[src/rtl/pgs_pkg.sv]
package pgs_pkg;

    // Sequencer states; encoding is free, nothing outside decodes it.
    typedef enum logic [2:0] {
        PGS_ASLEEP     = 3'd0,
        PGS_WAKE_SMALL = 3'd1,
        PGS_WAKE_BULK  = 3'd2,
        PGS_READY      = 3'd3,
        PGS_CLAMP      = 3'd4
    } pgs_state_e;

    // Drive bundle produced by the state decode.
    typedef struct packed {
        logic iso;
        logic small_on;
        logic bulk_on;
        logic ready;
    } pgs_drive_t;

endpackage

[src/rtl/pgs_ack_sync.sv]
module pgs_ack_sync #(
    parameter int STAGES = 2
) (
    input  logic clk,
    input  logic rst_n,
    input  logic raw,
    output logic synced
);

    logic [STAGES-1:0] pipe_q;

    // One flop per stage; a chain return is asynchronous to clk.
    genvar s;
    for (s = 0; s < STAGES; s++) begin : g_stage
        if (s == 0) begin : g_first
            always_ff @(posedge clk or negedge rst_n) begin
                if (!rst_n) pipe_q[s] <= 1'b0;
                else        pipe_q[s] <= raw;
            end
        end else begin : g_next
            always_ff @(posedge clk or negedge rst_n) begin
                if (!rst_n) pipe_q[s] <= 1'b0;
                else        pipe_q[s] <= pipe_q[s-1];
            end
        end
    end

    assign synced = pipe_q[STAGES-1];

endmodule

[src/rtl/pgs_wait_timer.sv]
module pgs_wait_timer #(
    parameter int CNT_W = 8
) (
    input  logic             clk,
    input  logic             rst_n,
    input  logic             active,
    input  logic             done,
    input  logic [CNT_W-1:0] limit,
    output logic             expired
);

    logic [CNT_W-1:0] cnt_q;
    logic             exp_q;

    // Counts cycles spent waiting; saturates at limit and flags expiry.
    // An arriving return (done) wins over expiry in the same cycle.
    always_ff @(posedge clk or negedge rst_n) begin
        if (!rst_n) begin
            cnt_q <= '0;
            exp_q <= 1'b0;
        end else if (!active || done) begin
            cnt_q <= '0;
            exp_q <= 1'b0;
        end else if (cnt_q == limit) begin
            exp_q <= 1'b1;
        end else begin
            cnt_q <= cnt_q + 1'b1;
        end
    end

    assign expired = exp_q;

endmodule

[src/rtl/pgs_fsm.sv]
module pgs_fsm
    import pgs_pkg::*;
(
    input  logic       clk,
    input  logic       rst_n,
    input  logic       sleep_req,
    input  logic       small_ret_s,
    input  logic       bulk_ret_s,
    output pgs_drive_t drive,
    output logic       wait_active,
    output logic       wait_done
);

    pgs_state_e state_q;
    pgs_state_e state_d;

    // State register.
    always_ff @(posedge clk or negedge rst_n) begin
        if (!rst_n) state_q <= PGS_ASLEEP;
        else        state_q <= state_d;
    end

    // Transitions.
    always_comb begin
        state_d = state_q;
        unique case (state_q)
            PGS_ASLEEP: begin
                // A stale return must drain before a new wake may start.
                if (!sleep_req && !small_ret_s && !bulk_ret_s)
                    state_d = PGS_WAKE_SMALL;
            end
            PGS_WAKE_SMALL: begin
                if (small_ret_s) state_d = PGS_WAKE_BULK;
            end
            PGS_WAKE_BULK: begin
                if (bulk_ret_s) state_d = PGS_READY;
            end
            PGS_READY: begin
                if (sleep_req) state_d = PGS_CLAMP;
            end
            PGS_CLAMP: begin
                state_d = PGS_ASLEEP;
            end
            default: state_d = PGS_ASLEEP;
        endcase
    end

    // Outputs, decoded from the state register only.
    always_comb begin
        drive       = '{iso: 1'b1, small_on: 1'b0, bulk_on: 1'b0, ready: 1'b0};
        wait_active = 1'b0;
        wait_done   = 1'b0;
        unique case (state_q)
            PGS_ASLEEP: begin
            end
            PGS_WAKE_SMALL: begin
                drive.small_on = 1'b1;
                wait_active    = 1'b1;
                wait_done      = small_ret_s;
            end
            PGS_WAKE_BULK: begin
                drive.small_on = 1'b1;
                drive.bulk_on  = 1'b1;
                wait_active    = 1'b1;
                wait_done      = bulk_ret_s;
            end
            PGS_READY: begin
                drive.iso      = 1'b0;
                drive.small_on = 1'b1;
                drive.bulk_on  = 1'b1;
                drive.ready    = 1'b1;
            end
            PGS_CLAMP: begin
                drive.small_on = 1'b1;
                drive.bulk_on  = 1'b1;
            end
            default: begin
            end
        endcase
    end

endmodule

[src/rtl/pwr_gate_seq.sv]
module pwr_gate_seq
    import pgs_pkg::*;
#(
    parameter int TMO_W    = 8,
    parameter int ACK_SYNC = 2
) (
    input  logic             clk,
    input  logic             rst_n,
    input  logic             sleep_req,
    input  logic [TMO_W-1:0] tmo_limit,
    input  logic             small_ret,
    input  logic             bulk_ret,
    output logic             iso_en,
    output logic             small_en,
    output logic             bulk_en,
    output logic             dom_ready,
    output logic             ret_timeout
);

    localparam int NUM_GRP = 2;

    logic [NUM_GRP-1:0] ret_raw;
    logic [NUM_GRP-1:0] ret_s;
    pgs_drive_t         drive;
    logic               wait_active;
    logic               wait_done;

    assign ret_raw = {bulk_ret, small_ret};

    // One resynchronizer per switch group chain return.
    genvar g;
    for (g = 0; g < NUM_GRP; g++) begin : g_ret
        pgs_ack_sync #(.STAGES(ACK_SYNC)) u_sync (
            .clk    (clk),
            .rst_n  (rst_n),
            .raw    (ret_raw[g]),
            .synced (ret_s[g])
        );
    end

    pgs_fsm u_fsm (
        .clk         (clk),
        .rst_n       (rst_n),
        .sleep_req   (sleep_req),
        .small_ret_s (ret_s[0]),
        .bulk_ret_s  (ret_s[1]),
        .drive       (drive),
        .wait_active (wait_active),
        .wait_done   (wait_done)
    );

    pgs_wait_timer #(.CNT_W(TMO_W)) u_timer (
        .clk     (clk),
        .rst_n   (rst_n),
        .active  (wait_active),
        .done    (wait_done),
        .limit   (tmo_limit),
        .expired (ret_timeout)
    );

    assign iso_en    = drive.iso;
    assign small_en  = drive.small_on;
    assign bulk_en   = drive.bulk_on;
    assign dom_ready = drive.ready;

endmodule

[config.mk]
export PLATFORM = sky130hd
export DESIGN_NAME = pwr_gate_seq
export DESIGN_NICKNAME = d
export VERILOG_FILES = /design/src/rtl/pgs_pkg.sv /design/src/rtl/pgs_ack_sync.sv /design/src/rtl/pgs_wait_timer.sv /design/src/rtl/pgs_fsm.sv /design/src/rtl/pwr_gate_seq.sv
export SDC_FILE = /design/constraint.sdc
export NUM_CORES = 1
export LEC_CHECK = 0
export BUFFER_PORTS_ARGS = -buffer_cell sky130_fd_sc_hd__buf_2
export CAP_MARGIN = 0
export CORE_MARGIN = 2
export CORE_UTILIZATION = 37
export CTS_BUF_LIST = sky130_fd_sc_hd__clkbuf_4 sky130_fd_sc_hd__clkbuf_8
export DETAILED_ROUTE_END_ITERATION = 10
export GPL_TIMING_DRIVEN = 0
export PLACE_DENSITY = 0.55
export SYNTH_ARGS = -nofsm -noshare
export SYNTH_HDL_FRONTEND = slang
export SYNTH_SLANG_ARGS = --single-unit
[constraint.sdc]
create_clock -name clk -period 4 [get_ports clk]
set_input_delay 1.2 -clock clk [delete_from_list [all_inputs] [get_ports clk]]
set_output_delay 1.2 -clock clk [all_outputs]
set_load 0.02 [all_outputs]
* Word-level counts from Yosys, hierarchy flattened *
Index checks and enable logic that the tools add are counted.

storage, ports and cells
  output and inout port bits = 5
  bits in registers = 16
  logic and storage cells = 46

cells by class
  add/subtract/negate cells = 1
  reductions and logical operators = 13
  muxes and demuxes = 15
  eq/ne operators = 10

operators with widths
  cell                 count
  $mux 8               2
  $mux 3               4
  $pmux 3 s4           1
  $add 8x1->8 const B  1
  $eq 8x8->1           1
  $mux 1               7
  $eq 3x2->1 const B   2
  $ne 2x2->1 const B   3
  $logic_not 1->1      4
  $ne 2x1->1 const B   2
  $reduce_and 4->1     1
  $reduce_or 4->1      1
  $eq 3x1->1 const B   1
  $eq 3x3->1 const B   1
  $logic_not 3->1      1
  $reduce_or 3->1      1
  $logic_and 1x1->1    2
  $pmux 1 s2           1
  $reduce_bool 2->1    1
  $reduce_or 2->1      1
  $logic_or 1x1->1     1

* Longest topological paths before layout *
Gate-level depths: netlist (run 1).

  depth after elaboration = 6
  depth in mapped cells = 6
  depth with buffers taken out = 4

* Modules after synthesis *
A second synthesis (run 1) with hierarchy kept.

unflattened totals
  cells, all modules = 93
  area total of the unflattened synthesis = 952.2 um2

modules (own cells, without submodules)
  module          times used  cells each  area an instance (um2)
  pgs_wait_timer  1           65          649.4
  pgs_fsm         1           24          202.7
  pgs_ack_sync    2           2           50.0

* Worst setup path before layout (run 1) *
No wires, ideal clock.

  path kind = reg2out
  start point = reg u_fsm.state_q[1]
  end point = out dom_ready
  arrival time = 961 ps
  cell stages (with the launch flop) = 4
  setup slack = 1839 ps
  path through = dfrtp_1 nor2b_1 nand2_1 inv_1

on the way
  cells in the longest elaborated chain, start to end = 2

RTL lines
  item                      line                text
  start: declaration        pgs_fsm.sv:14       pgs_state_e state_q;
  start signal: assignment  pgs_fsm.sv:20       else state_q <= state_d;
  $eq 3x2->1                pgs_fsm.sv:53       unique case (state_q)
  $mux 1                    pgs_fsm.sv:53
  end: declaration          pwr_gate_seq.sv:16  output logic dom_ready,

Every way passes these cells.

* Final worst setup path (run 1) *
  start point = reg u_fsm.state_q[0]
  end point = out small_en

on the way
  cells in the longest elaborated chain, start to end = 3
  elaborated cells between the ends (all ways) = 6

RTL lines
  item                                line                text
  $eq 3x3->1 (tied with other cells)  pgs_fsm.sv:53
  $reduce_or 4->1 (no line) (*)       --
  $mux 1 (*)                          pgs_fsm.sv:53
  end: declaration                    pwr_gate_seq.sv:14  output logic small_en,

Every way passes the cells marked *; elsewhere a longest branch is shown, timed or not.

==> run metrics, run 1 <==
Max Buffers Root-to-Sink 2; nets about 130; vias in the first global route a little under 700; # rows 17; CTS tree built; WP data required ~2.8 ns; clk slew on worst S/H paths about 0.10 ns; Slew HR between 70% and 80%; initial antenna violation count 0; Detailed Routing Iterations Pass 1 4; Core Util, Final a little under half; Iter 0 DRT Violations 9; fin. max-slew vios 0; Core ar. 2250 um2; CP Cell Sequence buf_2 > nor2_1 > xnor2_1 > buf_2; yosys synthesis warning count 0; min-delay worst type reg -> reg; final setup vio count 0; Max Fclk between 400 and 500 MHz; max-capacitance violation count 0; CTS Buf Count 3; routed vias/inst between 5 and 6; syn avg cell area 9.72 um2; starting density of the core 39.7%; Top Ports 18; Final ANT Viol Nets 0; maximum number of pins on one net before global-route repair 17; Seq/Total Area, Yosys 44.8%; CP arrival around 1.3 ns; Crit. End Element output port; Tcrit/Tclk final 62.2%; Async SR Flop Fraction between 90% and 100%; Area Growth Syn to Fin 17.5%; Gates resized, CTS repair 0; Inserted Diodes 0; Setup Skew 0.00507 ns; Post-Route WL 1.76 mm; status complete, no violations; #FFs+latches synth 16; worst-margin pin slew 0.377 ns; power density cells roughly 490 nW/um2; Worst VDD drop between 300 and 400 uV; Final Critical Period 2.49 ns; synthesized cell area 895 um2; post-synthesis cell count around 90; Yosys cell types 29; die area between 2000 and 3000 um2; number of flops mapped to enable cells by yosys 0; H-Tree Depth 1; dpl ws ~1.5 ns; Worst path slowest cell dfrtp_1; Hold Fails Final Rpt 0; slowest stage delay, CP 0.36 ns; LEAKAGE roughly 0.00046 uW; die width 53.2 um; Remaining DRCs 0; gr usage total roughly 15%; Clock Sinks 16; unrepaired setup endpoints after global routing no; Root Driver clkbuf_4; hold_ws ~0.36 ns; Mapped Nets 106; PnR worst setup slack ~1.5 ns; PortBufs 17; grt total ovfl 0; global-route wire length before repair about 3.0 mm; cts hold-fix bufs 0; Setup TNS 0 ns; CP Class reg -> out; dominant synthesized flop cell dfrtp_1; startpoint types flop; cell repeated most along the worst path buf_2; Clock Latency Late Sink roughly 0.29 ns; DR WL/cell roughly 12 um; Layout fillers roughly 240; global placement routability congestion between 0.7 and 0.8; setup bufs post-CTS 0; post-detail-place hpwl about 1.3 mm; Chip Height around 53 um; total number of vias 713; layout cell share with drive strength beyond 1 24.8%; CP max FO 9
-- per-layer routing --
metal,wire [um],GRT usage [%],vias up
li1,-,-,365
met3,133,5.65,4
met4,27,5.13,0
met1,832,18.0,320
met5,0,0,-
met2,762,23.5,24
-- synth_stat cells, drive strengths merged (2+ instances only) --
| cell | n | share of area (%) |
|---|---|---|
| a21oi | 9 | 5.5 |
| and3 | 2 | 1.4 |
| and4 | 2 | 2.0 |
| buf | 3 | 2.4 |
| dfrtp | 16 | 45 |
| inv | 2 | 0.84 |
| mux2i | 6 | 6.7 |
| nand2 | 9 | 3.8 |
| nand2b | 6 | 4.2 |
| nand3 | 6 | 3.4 |
| nand4 | 3 | 2.1 |
| nor2 | 4 | 1.7 |
| nor3 | 2 | 1.7 |
| o21ai | 3 | 1.7 |
| or3b | 2 | 2.0 |
| xnor2 | 9 | 8.8 |
-- cells in the final DEF (no fill, tap or decap), types with 2 or more instances in the layout --
cell type	instances
buf_2	19
dfrtp_1	16
nand2_1	9
xnor2_1	9
a21oi_1	8
nand2b_1	6
nand3_1	6
mux2i_1	6
nor2_1	4
nand4_1	3
clkbuf_4	3
or3b_1	2
and4_1	2
and3_1	2
o21ai_0	2
-- flip-flops by register name (all words and copies together) (netlist names) --
| signal | cells |
|---|---|
| g_ret.u_sync.synced | 2 |
| u_timer.expired | 1 |
| u_fsm.state_q | 3 |
| g_ret.u_sync.pipe_q | 2 |
| u_timer.cnt_q | 8 |
-- final timing paths --
kind | startpoint | to | slack [ns] | cells after the start
max | u_fsm.state_q[0] | small_en | 1.51 | 4
min | g_ret[1].u_sync.pipe_q[0] | g_ret[1].u_sync.synced | 0.36 | 0
max reg2reg | u_timer.cnt_q[4] | u_timer.cnt_q[7] | 2.33 | 5
min reg2reg | g_ret[1].u_sync.pipe_q[0] | g_ret[1].u_sync.synced | 0.36 | 0
max in group asynchronous | rst_n | u_fsm.state_q[0] | 2.93 | 1
min in group asynchronous | rst_n | u_timer.cnt_q[2] | 0.80 | 1
-- cell type report --
cell class	instances	area (um2)	share of cell area [%]
Sequential cell	16	400	38.1
Buffer	4	25.0	2.38
Clock buffer	4	36.3	3.45
Inverter	2	7.51	0.714
Tap cell	28	35.0	3.33
Multi-Input combinational cell	70	462	43.9
Timing Repair Buffer	17	85.1	8.10
-- stage by stage --
stage | cell area [um2] | instances | total power, uW
floorplan | 895 | 92 | 355
global placement | 1010 | 137 | 404
detailed placement | 1010 | 137 | 408
CTS | 1050 | 141 | 517
global route | 1050 | 141 | 553
finish | 1050 | 141 | 510
-- logic make-up (layout without fill, tap and decap cells) --
logic type	after synthesis	after routing	share of synthesized area, %
multiplexers	6	6	6.71
buffers and inverters	6	27	3.64
adder cells (fa/ha/maj)	1	1	1.40
AND/OR/NAND/NOR	38	38	23.6
AO/OA/AOI/OAI	16	16	11.0
XOR/XNOR	9	9	8.81
flip-flops	16	16	44.8
-- worst max-delay path: cells and delay by family (launching register included) --
kind	cells	cell delay (ns)
buf+inv	2	0.34
flops	1	0.36
xor+xnor	1	0.13
simple gates	1	0.18
-- power breakdown --
group / internal (uW) / switching, uW / total, uW
registers: 181 / 26.0 / 207
logic: 83.8 / 112 / 196
clock network: 55.4 / 51.8 / 107
total: 320 / 190 / 510
Power figures use the tool's default switching activity.
==> inputs of run 2 (changes only) <==
--- a/config.mk
+++ b/config.mk
@@ -5,6 +5,7 @@
 export SDC_FILE = /design/constraint.sdc
 export NUM_CORES = 1
 export LEC_CHECK = 0
+export ABC_AREA = 1
 export BUFFER_PORTS_ARGS = -buffer_cell sky130_fd_sc_hd__buf_2
 export CAP_MARGIN = 0
 export CORE_MARGIN = 2
@@ -12,7 +13,7 @@
 export CTS_BUF_LIST = sky130_fd_sc_hd__clkbuf_4 sky130_fd_sc_hd__clkbuf_8
 export DETAILED_ROUTE_END_ITERATION = 10
 export GPL_TIMING_DRIVEN = 0
-export PLACE_DENSITY = 0.55
+export PLACE_DENSITY = 0.57
 export SYNTH_ARGS = -nofsm -noshare
 export SYNTH_HDL_FRONTEND = slang
 export SYNTH_SLANG_ARGS = --single-unit
==> constraint.sdc (replaced) <==
create_clock -name clk -period 2.2 [get_ports clk]
set_input_delay 0.66 -clock clk [delete_from_list [all_inputs] [get_ports clk]]
set_output_delay 0.66 -clock clk [all_outputs]
set_load 0.02 [all_outputs]
==> run 2 against run 1 <==
Effect of this change:
- final area increased by 12%
- critical path depth grew 1
- non-clock buffer count is 3 lower
- largest cell class unchanged
- largest power group is now combinational logic
- highest routed layer unchanged
==> run metrics, run 2 <==
global-route wire length before repair around 3.5 mm; WP data required between 1.5 and 2 ns; CTS Buf Count 3; Max Buffers Root-to-Sink 2; Yosys top cell by area dfrtp_1; commonest non-fill, non-tap cell in the layout nand2_1; die width between 50 and 60 um; CP arrival ~1.3 ns; largest cells by area after synthesis dfrtp_1 39%, nand2_1 14%, nand3_1 7.9%, nand4_1 6.2%, inv_1 5.9%; Top Ports 18; CP max FO 7; setup bufs post-CTS 0; initial antenna violation count 0; Setup Skew 0.00550 ns; max-capacitance violation count 0; Yosys top cell area share ~39%; Chip Height 56.4 um; die area 3180 um2; Worst VDD drop around 490 uV; Seq/Total Area, Yosys between 30% and 40%; Setup TNS 0 ns; synthesized cell area around 1000 um2; # rows 19; power density cells ~870 nW/um2; min-delay worst type in -> async; dominant synthesized flop cell dfrtp_1; worst-margin pin slew between 0.3 and 0.4 ns; Core Util, Final approximately 44%; Root Driver clkbuf_4; Crit. End Element output port; cts hold-fix bufs 0; Yosys cell types 22; synth cell count leaders 38 x nand2_1, 16 x dfrtp_1, 16 x inv_1, 16 x nand3_1, 10 x nand4_1; cell with the most instances after synthesis nand2_1; syn avg cell area 7.58 um2; Async SR Flop Fraction between 90% and 100%; grt total ovfl 0; register with the most flip-flops u_timer.cnt_q; H-Tree Depth 1; Tcrit/Tclk final about nine tenths; Final Critical Period about 1.9 ns; fin. max-slew vios 0; Setup crit start u_fsm.state_q[2]; unrepaired setup endpoints after global routing no; Max Fclk around 500 MHz; Tot Pwr just over 1000 uW; LEAKAGE about 0.00063 uW; starting density of the core between 30% and 40%; Largest register FFs 8; DR WL/cell roughly 10 um; Reg2Reg Capture Point u_timer.cnt_q[7]; Clock Latency Late Sink about 0.28 ns; Slew HR about three quarters; Crit Reg-Reg Startpoint u_timer.cnt_q[3]; post-synthesis cell count 134; final setup vio count 0; Core ar. roughly 2700 um2; routed vias/inst about 4.8; crit path capture iso_en; yosys synthesis warning count 0; Clock Sinks 16; nets 170; Final ANT Viol Nets 0; status complete, no violations; Inserted Diodes 0; Area Growth Syn to Fin 15.8%; most frequent cells in the layout 38 x nand2_1, 17 x buf_2, 16 x inv_1, 16 x nand3_1, 16 x dfrtp_1; Reg2Reg Depth 7; total number of vias around 900; startpoint types flop; Hold Fails Final Rpt 0; r2r setup slk slightly above 0.9 ns; Remaining DRCs 0; clk slew on worst S/H paths about 0.090 ns; Detailed Routing Iterations Pass 1 4; Post-Route WL ~1.9 mm; #FFs+latches synth 16; Top Registers u_timer.cnt_q (8), u_fsm.state_q (3); Iter 0 DRT Violations 36; global placement routability congestion around 0.9; post-detail-place hpwl approximately 1.5 mm; number of flops mapped to enable cells by yosys 0; layout cell share with drive strength beyond 1 between 20% and 30%; vias in the first global route about 830; PortBufs 17; CP Class reg -> out; gr usage total approximately 14%; maximum number of pins on one net before global-route repair 17; Mapped Nets 148; CTS tree built; Gates resized, CTS repair 0
run 2: cell types whose count changed after synthesis, moves of 3 or more:
cell / delta
nand2_1: +29
mux2i_1: -6
a21oi_1: -7
nand2b_1: -6
nand4_1: +7
nand3_1: +10
inv_1: +15
nor2_2: +4
nor2_1: +3
xnor2_1: -4
nor2_4: +3
xor2_1: +4
run 2: cell type report:
cell class              instances  area (um2)
fillers                       294        1510
multi-input cells              98         537
flip-flops and latches         16         400
repair buffers                 17        85.1
inverters                      19        71.3
well taps                      31        38.8
clock buffers                   4        36.3
plain buffers                   1        7.51
run 2: worst max-delay path: stages, from the launching register on:
cell and delay [ns]:
dfrtp_1 0.42, inv_2 0.11, nand2_1 0.09, nor2_2 0.16
inv_1 0.07, buf_2 0.16
run 2: metal layers:
metal | up-vias | track usage, % | part of all wire (%)
met1 | 408 | 19.2 | 51
met4 | 0 | 2.04 | 0.52
met5 | - | 0 | 0
met3 | 2 | 4.84 | 3.1
li1 | 473 | - | -
met2 | 13 | 21.5 | 45
run 2: per-stage QoR:
stage	instances	setup slack (ns)	area [um2]	hold WS, ns
after detailed placement	182	0.583	1140	0.338
after CTS	186	0.256	1180	0.274
after global routing	186	0.156	1180	0.283
after floorplan	134	0.552	1020	0.331
final	186	0.254	1180	0.273
after global placement	182	0.598	1140	0.333
run 2: how the worst min path moves through the flow:
stage,to,slack (ns),cells after the start
finish,u_timer.cnt_q[3],0.27,1
global placement,g_ret[1].u_sync.synced,0.33,0
detailed placement,g_ret[0].u_sync.synced,0.34,0
global route,u_timer.cnt_q[1],0.28,1
floorplan,g_ret[0].u_sync.synced,0.33,0
CTS,u_timer.cnt_q[2],0.27,1
run 2: kinds of logic (layout without fill, tap and decap cells):
logic type / after synthesis / in the layout / share of synthesized area, %
AOI/OAI and AO/OA: 5 / 5 / 2.95
DFF: 16 / 16 / 39.4
xor gates and xnor gates: 9 / 9 / 7.76
and+or+nand+nor: 83 / 83 / 40.9
adders and majority gates: 1 / 1 / 1.23
buffers and inverters: 20 / 41 / 7.76
run 2: report_power, final:
part / internal [uW] / total, uW / switching, uW
combinational: 150 / 447 / 297
sequential: 337 / 387 / 50.0
clock: 101 / 185 / 84.6
total: 587 / 1020 / 431
